===== src/rtl/mon_hs_pkg.sv =====
package mon_hs_pkg;
  typedef enum logic [2:0] {
    ST_IDLE = 3'd0,
    ST_SEND = 3'd1,
    ST_WAIT = 3'd2,
    ST_GAP  = 3'd3,
    ST_END  = 3'd4
  } mon_st_e;

  // acknowledge: flag seen inactive last frame, active this frame
  function automatic logic mr_ack(input logic mr_now, input logic mr_before);
    return (!mr_now) && mr_before;
  endfunction

  // frames on which abort watching applies
  function automatic logic in_transfer(input mon_st_e st);
    return (st == ST_SEND) || (st == ST_WAIT) || (st == ST_GAP);
  endfunction
endpackage


===== src/rtl/mon_hs_frmcnt.sv =====
module mon_hs_frmcnt #(
  parameter int LIMIT = 2
) (
  input  logic clk,
  input  logic rst_n,
  input  logic step_i,
  input  logic inc_i,
  input  logic clr_i,
  output logic hit_o
);
  localparam int CW = $clog2(LIMIT + 1);

  logic [CW-1:0] cnt_q;

  always_ff @(posedge clk or negedge rst_n) begin
    if (!rst_n) begin
      cnt_q <= '0;
    end else if (clr_i) begin
      cnt_q <= '0;
    end else if (step_i && inc_i && (cnt_q != CW'(LIMIT))) begin
      cnt_q <= cnt_q + 1'b1;
    end
  end

  assign hit_o = step_i && inc_i && !clr_i && (cnt_q >= CW'(LIMIT - 1));
endmodule


===== src/rtl/mon_hs_hold.sv =====
module mon_hs_hold #(
  parameter int DATA_W = 8
) (
  input  logic              clk,
  input  logic              rst_n,
  input  logic              wr_i,
  input  logic [DATA_W-1:0] data_i,
  input  logic              take_i,
  output logic [DATA_W-1:0] q_o,
  output logic              v_o
);
  always_ff @(posedge clk or negedge rst_n) begin
    if (!rst_n) begin
      q_o <= '0;
      v_o <= 1'b0;
    end else if (wr_i) begin
      q_o <= data_i;
      v_o <= 1'b1;
    end else if (take_i) begin
      v_o <= 1'b0;
    end
  end
endmodule


===== src/rtl/mon_hs_fsm.sv =====
module mon_hs_fsm
  import mon_hs_pkg::*;
#(
  parameter int DATA_W = 8
) (
  input  logic              clk,
  input  logic              rst_n,
  input  logic              step_i,
  input  logic              mr_i,
  input  logic              eom_req_i,
  input  logic              hold_v_i,
  input  logic [DATA_W-1:0] hold_q_i,
  input  logic              idle_hit_i,
  input  logic              abort_hit_i,
  input  logic              end_hit_i,
  output mon_st_e           st_o,
  output logic              acked_o,
  output logic              take_o,
  output logic              ev_start_o,
  output logic              ev_ack_o,
  output logic              ev_abort_o,
  output logic              mx_o,
  output logic [DATA_W-1:0] byte_o,
  output logic              irq_txba_o,
  output logic              irq_abort_o
);
  mon_st_e           st_q;
  logic              mx_q;
  logic [DATA_W-1:0] cur_q;
  logic              mr_prev_q;
  logic              acked_q;
  logic              eom_q;
  logic              txba_q;
  logic              abrt_q;

  logic ev_gap, ev_end, ev_next;

  always_comb begin
    ev_start_o = step_i && (st_q == ST_IDLE) && idle_hit_i && hold_v_i;
    ev_ack_o   = step_i && (st_q == ST_SEND) && mr_ack(mr_i, mr_prev_q);
    ev_abort_o = abort_hit_i;
    ev_gap     = step_i && (st_q == ST_WAIT) && !abort_hit_i && hold_v_i;
    ev_end     = step_i && (st_q == ST_WAIT) && !abort_hit_i && !hold_v_i && eom_q;
    ev_next    = step_i && (st_q == ST_GAP) && !abort_hit_i;
    take_o     = ev_start_o || ev_next;
  end

  always_ff @(posedge clk or negedge rst_n) begin
    if (!rst_n) begin
      st_q      <= ST_IDLE;
      mx_q      <= 1'b1;
      cur_q     <= '0;
      mr_prev_q <= 1'b1;
      acked_q   <= 1'b0;
      eom_q     <= 1'b0;
      txba_q    <= 1'b0;
      abrt_q    <= 1'b0;
    end else begin
      txba_q <= ev_ack_o;
      abrt_q <= ev_abort_o;
      if (step_i) mr_prev_q <= mr_i;

      if (end_hit_i)                        eom_q <= 1'b0;
      else if (eom_req_i && st_q != ST_IDLE) eom_q <= 1'b1;

      if (ev_abort_o) begin
        st_q <= ST_END;
        mx_q <= 1'b1;
      end else if (ev_start_o || ev_next) begin
        st_q  <= ST_SEND;
        mx_q  <= 1'b0;
        cur_q <= hold_q_i;
        if (ev_start_o) acked_q <= 1'b0;
      end else if (ev_ack_o) begin
        st_q    <= ST_WAIT;
        acked_q <= 1'b1;
      end else if (ev_gap) begin
        st_q <= ST_GAP;
        mx_q <= 1'b1;
      end else if (ev_end) begin
        st_q <= ST_END;
        mx_q <= 1'b1;
      end else if (end_hit_i) begin
        st_q    <= ST_IDLE;
        acked_q <= 1'b0;
      end
    end
  end

  assign st_o        = st_q;
  assign acked_o     = acked_q;
  assign mx_o        = mx_q;
  assign byte_o      = mx_q ? {DATA_W{1'b1}} : cur_q;
  assign irq_txba_o  = txba_q;
  assign irq_abort_o = abrt_q;
endmodule


===== src/rtl/mon_hs_tx.sv =====
module mon_hs_tx
  import mon_hs_pkg::*;
#(
  parameter int DATA_W       = 8,
  parameter int IDLE_FRAMES  = 2,
  parameter int END_FRAMES   = 2,
  parameter int ABORT_FRAMES = 2
) (
  input  logic              clk,
  input  logic              rst_n,
  input  logic              frame_strobe,
  input  logic              mr_in,
  input  logic              cpu_wr,
  input  logic [DATA_W-1:0] cpu_data,
  input  logic              eom_req,
  output logic              mx_out,
  output logic [DATA_W-1:0] mon_tx_byte,
  output logic              irq_txba,
  output logic              irq_abort
);
  mon_st_e           st;
  logic              acked;
  logic              take;
  logic              hold_v;
  logic [DATA_W-1:0] hold_q;
  logic              idle_hit, abort_hit, end_hit;
  logic              idle_clr, abort_clr, end_clr, abort_inc;
  logic              ev_start, ev_ack, ev_abort;

  always_comb begin
    idle_clr  = (st != ST_IDLE) || (frame_strobe && !mr_in);
    abort_inc = in_transfer(st) && acked;
    abort_clr = !abort_inc || (frame_strobe && !mr_in);
    end_clr   = (st != ST_END);
  end

  mon_hs_hold #(.DATA_W(DATA_W)) u_hold (
    .clk(clk), .rst_n(rst_n), .wr_i(cpu_wr), .data_i(cpu_data),
    .take_i(take), .q_o(hold_q), .v_o(hold_v)
  );

  mon_hs_frmcnt #(.LIMIT(IDLE_FRAMES)) u_idle_cnt (
    .clk(clk), .rst_n(rst_n), .step_i(frame_strobe), .inc_i(mr_in),
    .clr_i(idle_clr), .hit_o(idle_hit)
  );

  mon_hs_frmcnt #(.LIMIT(ABORT_FRAMES)) u_abort_cnt (
    .clk(clk), .rst_n(rst_n), .step_i(frame_strobe), .inc_i(abort_inc && mr_in),
    .clr_i(abort_clr), .hit_o(abort_hit)
  );

  mon_hs_frmcnt #(.LIMIT(END_FRAMES)) u_end_cnt (
    .clk(clk), .rst_n(rst_n), .step_i(frame_strobe), .inc_i(1'b1),
    .clr_i(end_clr), .hit_o(end_hit)
  );

  mon_hs_fsm #(.DATA_W(DATA_W)) u_fsm (
    .clk(clk), .rst_n(rst_n), .step_i(frame_strobe), .mr_i(mr_in),
    .eom_req_i(eom_req), .hold_v_i(hold_v), .hold_q_i(hold_q),
    .idle_hit_i(idle_hit), .abort_hit_i(abort_hit), .end_hit_i(end_hit),
    .st_o(st), .acked_o(acked), .take_o(take),
    .ev_start_o(ev_start), .ev_ack_o(ev_ack), .ev_abort_o(ev_abort),
    .mx_o(mx_out), .byte_o(mon_tx_byte),
    .irq_txba_o(irq_txba), .irq_abort_o(irq_abort)
  );
endmodule


===== config.mk =====
export PLATFORM = sky130hd
export DESIGN_NAME = mon_hs_tx
export DESIGN_NICKNAME = d
export VERILOG_FILES = /design/src/rtl/mon_hs_pkg.sv /design/src/rtl/mon_hs_frmcnt.sv /design/src/rtl/mon_hs_hold.sv /design/src/rtl/mon_hs_fsm.sv /design/src/rtl/mon_hs_tx.sv
export SDC_FILE = /design/constraint.sdc
export NUM_CORES = 1
export LEC_CHECK = 0
export ABC_AREA = 1
export BUFFER_PORTS_ARGS = -buffer_cell sky130_fd_sc_hd__buf_2
export CAP_MARGIN = 20
export CELL_PAD_IN_SITES_DETAIL_PLACEMENT = 1
export CELL_PAD_IN_SITES_GLOBAL_PLACEMENT = 1
export CORE_MARGIN = 4
export CORE_UTILIZATION = 37
export DETAILED_ROUTE_END_ITERATION = 6
export PLACE_DENSITY = 0.79
export SLEW_MARGIN = 20
export SYNTH_ARGS = -nofsm -noshare
export SYNTH_HDL_FRONTEND = slang
export SYNTH_SLANG_ARGS = --single-unit

===== constraint.sdc =====
create_clock -name clk -period 1.3 [get_ports clk]
set_input_delay 0.065 -clock clk [delete_from_list [all_inputs] [get_ports clk]]
set_output_delay 0.065 -clock clk [all_outputs]
set_load 0.02 [all_outputs]

==> qor.json <==
{
  "status": {
    "outcome": "finished, violations left",
    "violations": "setup timing"
  },
  "grt": {
    "grtUsageTotal_pct": 16.4,
    "grt_first_pass_wirelength_um": 6510,
    "globalRoute.totalOverflow": 0,
    "grt_start_max_net_pins": 33,
    "initial_antenna_violation_count": 0,
    "grt_pass1_vias": 1449
  },
  "critical_path": {
    "type_of_origin_of_the_critical_path": "register",
    "critical_path_peak_fanout": 3,
    "critical_path.reg2reg.startpoint": "u_idle_cnt.cnt_q[1]",
    "worstSetupPathType": "register to register",
    "worst_r2r_path_depth": 4,
    "cp.arrival_ns": 1.60,
    "critPathSlowestCell": "dfrtp_1",
    "worst_r2r_endpoint": "u_idle_cnt.cnt_q[1]",
    "setup.worst_path.end_class": "register",
    "reg2reg_setup_slack_ns": -0.10,
    "critical-path-max-stage-delay_ns": 0.41,
    "path_cells": "buf_4 -> ha_1 -> or2_2 -> a211oi_1",
    "cp_data_required_time_ns": 1.50
  },
  "timing": {
    "relSlewSlack_pct": 72.6,
    "grt_setup_unrepaired": "yes",
    "report.final.slew_viol_count": 0,
    "max_slew.worst_pin.slew_ns": 0.410,
    "fin_skew_ns": 0.00370,
    "finalCritPeriodShare_pct": 108,
    "max_freq_mhz": 714,
    "minimum_clock_period_after_layout_ns": 1.40,
    "worst_setup_margin_ns": -0.100,
    "finalHoldViolCount": 0,
    "hold_ws_ns": 0.0902,
    "final-setup-viol-count": 16
  },
  "worst_hold_path": {
    "timing.hold.worst.start": "frame_strobe",
    "timing.hold.worst_path_depth": 4,
    "min-delay-path-class": "input pin to register",
    "hold_end": "u_fsm.mr_prev_q"
  },
  "synth": {
    "postSynthNetCount": 203,
    "synth.top_cell.area_share_pct": 49.2,
    "yosys-top-cells-area": "dfrtp_1 (49%), nand2_1 (15%), inv_1 (6.4%)",
    "synthMostInstantiatedCell": "nand2_1",
    "avgSynthCellArea_um2": 8.34,
    "synth.largest_area_cell": "dfrtp_1",
    "post_syn_instances": 183,
    "ys_seq_area_share_pct": 52.6,
    "ys_top_cells_by_count": "nand2_1 (59), dfrtp_1 (30), inv_1 (26)",
    "unique_cell_type_count_in_the_yosys_netlist": 26,
    "synth_seq_cells": 32,
    "synth_enable_flop_cells": 0,
    "ys_dominant_reg_cell": "dfrtp_1",
    "post_syn_area_mm2": 0.00153,
    "synth_async_sr_flop_share_pct": 100,
    "total_number_of_yosys_warnings": 0
  },
  "detailed_routing": {
    "route.met3.wl_um": 162,
    "drt_pass_1_iters": 3,
    "viasPerCell": 4.68,
    "routed.top_layer": "met4",
    "post-route-drc-count": 0,
    "initialDrtViolationCount": 71,
    "num_vias": 1376,
    "met2_wirelength_um": 2350,
    "route.final.wire_length_um": 4580,
    "routedLengthMet1_um": 1950,
    "routedWlPerCell_um": 15.6,
    "final_antenna_net_count": 0
  },
  "pwr": {
    "relative_contribution_of_sequential_cells_to_total_power_pct": 33.5,
    "p_comb_share_pct": 43.7,
    "leakage_power_nw": 1.16,
    "pwr-share-clk_pct": 22.8,
    "power_per_cell_area_mw_per_mm2": 1830,
    "power.share.switching_pct": 38.7,
    "peakVddDrop_uv": 620,
    "intPower_mw": 2.55,
    "switchingPower_mw": 1.62,
    "pnr_total_power_mw": 4.17
  },
  "floorplan": {
    "floorplan.core_area_mm2": 0.00400,
    "die_width_um": 72.2,
    "std_cell_rows": 23,
    "initial_utilization_pct": 38.2,
    "floorplan.die_area_mm2": 0.00522,
    "top_level_ports": 25,
    "die_y_um": 72.2
  },
  "clock_network": {
    "clock_latency_on_the_worst_skew_pair_ns": 0.29,
    "cts_buffers": 5,
    "cts_tree": "yes",
    "htree_levels": 2,
    "clock_tree.buffer_depth": 2,
    "clock_sink_count": 32,
    "clkTransAtPathRegs_ns": 0.07,
    "clock_tree.root_cell": "clkbuf_8"
  },
  "placement": {
    "gp_congestion": 0.782,
    "placed_area_mm2": 0.00180,
    "hpwlAfterDp_um": 2360,
    "placed_cells": 267,
    "place_ws_ns": -0.0660,
    "port_buffers": 24
  },
  "cells_and_area": {
    "drive_above_1_share_pct": 44.3,
    "nets": 263,
    "fill_cells": 465,
    "antenna_cells_inserted": 0,
    "postLayoutCellArea_mm2": 0.00228,
    "flow.area_growth_from_synthesis_pct": 49.1,
    "final-instance-count-excl-fill": 294
  },
  "flow_run": {
    "maxCapViolCount": 0
  }
}
## area by class of cell
type | instances | area, um2 | area share [%]
Clock buffer | 5 | 68.8 | 3.02
Clock inverter | 3 | 42.5 | 1.87
Inverter | 30 | 115 | 5.06
Multi-Input combinational cell | 118 | 749 | 32.9
Sequential cell | 32 | 803 | 35.3
Tap cell | 50 | 62.6 | 2.75
Timing Repair Buffer | 56 | 434 | 19.1
## sequential cells by signal (all words and copies together), names as in the netlist, 2 cells and up
signal / count
u_hold.q_o: 8
u_end_cnt.cnt_q: 2
u_idle_cnt.cnt_q: 2
u_fsm.cur_q: 8
u_fsm.st_o: 3
u_abort_cnt.cnt_q: 2
## what timing repair did
action                                  CTS  global route
gates cloned                              0             3
endpoints found under the setup margin   23            26
setup buffers                             3             4
hold buffers                              9             0
endpoints found under the hold margin    38             0
pin swaps                                 3            11
resized for setup                        11            39
## layer usage
metal  vias to the layer above  GRT usage [%]
li1                        680              -
met1                       660           17.8
met2                        25           29.2
met4                         0           8.98
met5                         -              0
met3                        11           3.88
## critical path: cells and delay by family, from the launching register on
family / cells / cell delay [ns]
simple gates: 1 / 0.33
flops: 1 / 0.41
fa+ha+maj: 1 / 0.16
buf+inv: 1 / 0.15
compound gates: 1 / 0.26
## power groups by stage
stage,sequential (mW),combinational [mW],clock (mW)
after floorplan,1.39,0.852,0
after global placement,1.37,1.36,0
after detailed placement,1.38,1.40,0
after CTS,1.38,1.49,0.978
after global routing,1.42,1.99,1.03
final,1.40,1.82,0.950
## cell families (layout without fill, tap and decap cells)
| group | Yosys count | after routing | synth area share (%) |
|---|---|---|---|
| and+or+nand+nor | 91 | 91 | 25.7 |
| buffers and inverters | 33 | 94 | 8.69 |
| DFF | 32 | 32 | 52.6 |
| AOI/OAI and AO/OA | 20 | 20 | 7.46 |
| adders and majority gates | 6 | 6 | 4.92 |
| xor gates and xnor gates | 1 | 1 | 0.574 |
## cells in the final DEF, fill, tap and decap left out, drive strengths merged, types with 2 or more instances in the layout
cell / instances
a211oi: 3
o21ai: 11
clkinv: 2
dlygate4sd3: 9
ha: 6
nand3: 5
nand2: 62
nor3: 2
nand4: 2
clkbuf: 7
a21oi: 2
inv: 29
buf: 45
dfrtp: 30
a31oi: 3
dfstp: 2
nor2: 19
## through the flow
step | utilization (%) | setup TNS (ns)
floorplan | - | 0
global placement | 45.0 | -0.272
detailed placement | 45.0 | -0.614
CTS | 51.4 | -0.131
global route | 56.9 | -2.41
finish | 56.9 | -1.04
## worst max path at each step
stage / from / to / depth (start not counted) / slack [ns]
CTS: u_abort_cnt.cnt_q[1] / u_fsm.acked_o / 9 / -0.03
detailed placement: u_fsm.st_o[1] / u_fsm.cur_q[1] / 8 / -0.07
global placement: u_fsm.st_o[1] / u_hold.v_o / 7 / -0.03
global route: u_fsm.st_o[1] / u_fsm.cur_q[7] / 7 / -0.17
floorplan: u_fsm.st_o[0] / u_fsm.st_o[0] / 9 / 0.01
finish: u_idle_cnt.cnt_q[1] / u_idle_cnt.cnt_q[1] / 4 / -0.10
Note: power is estimated with default switching activity, not from simulation.
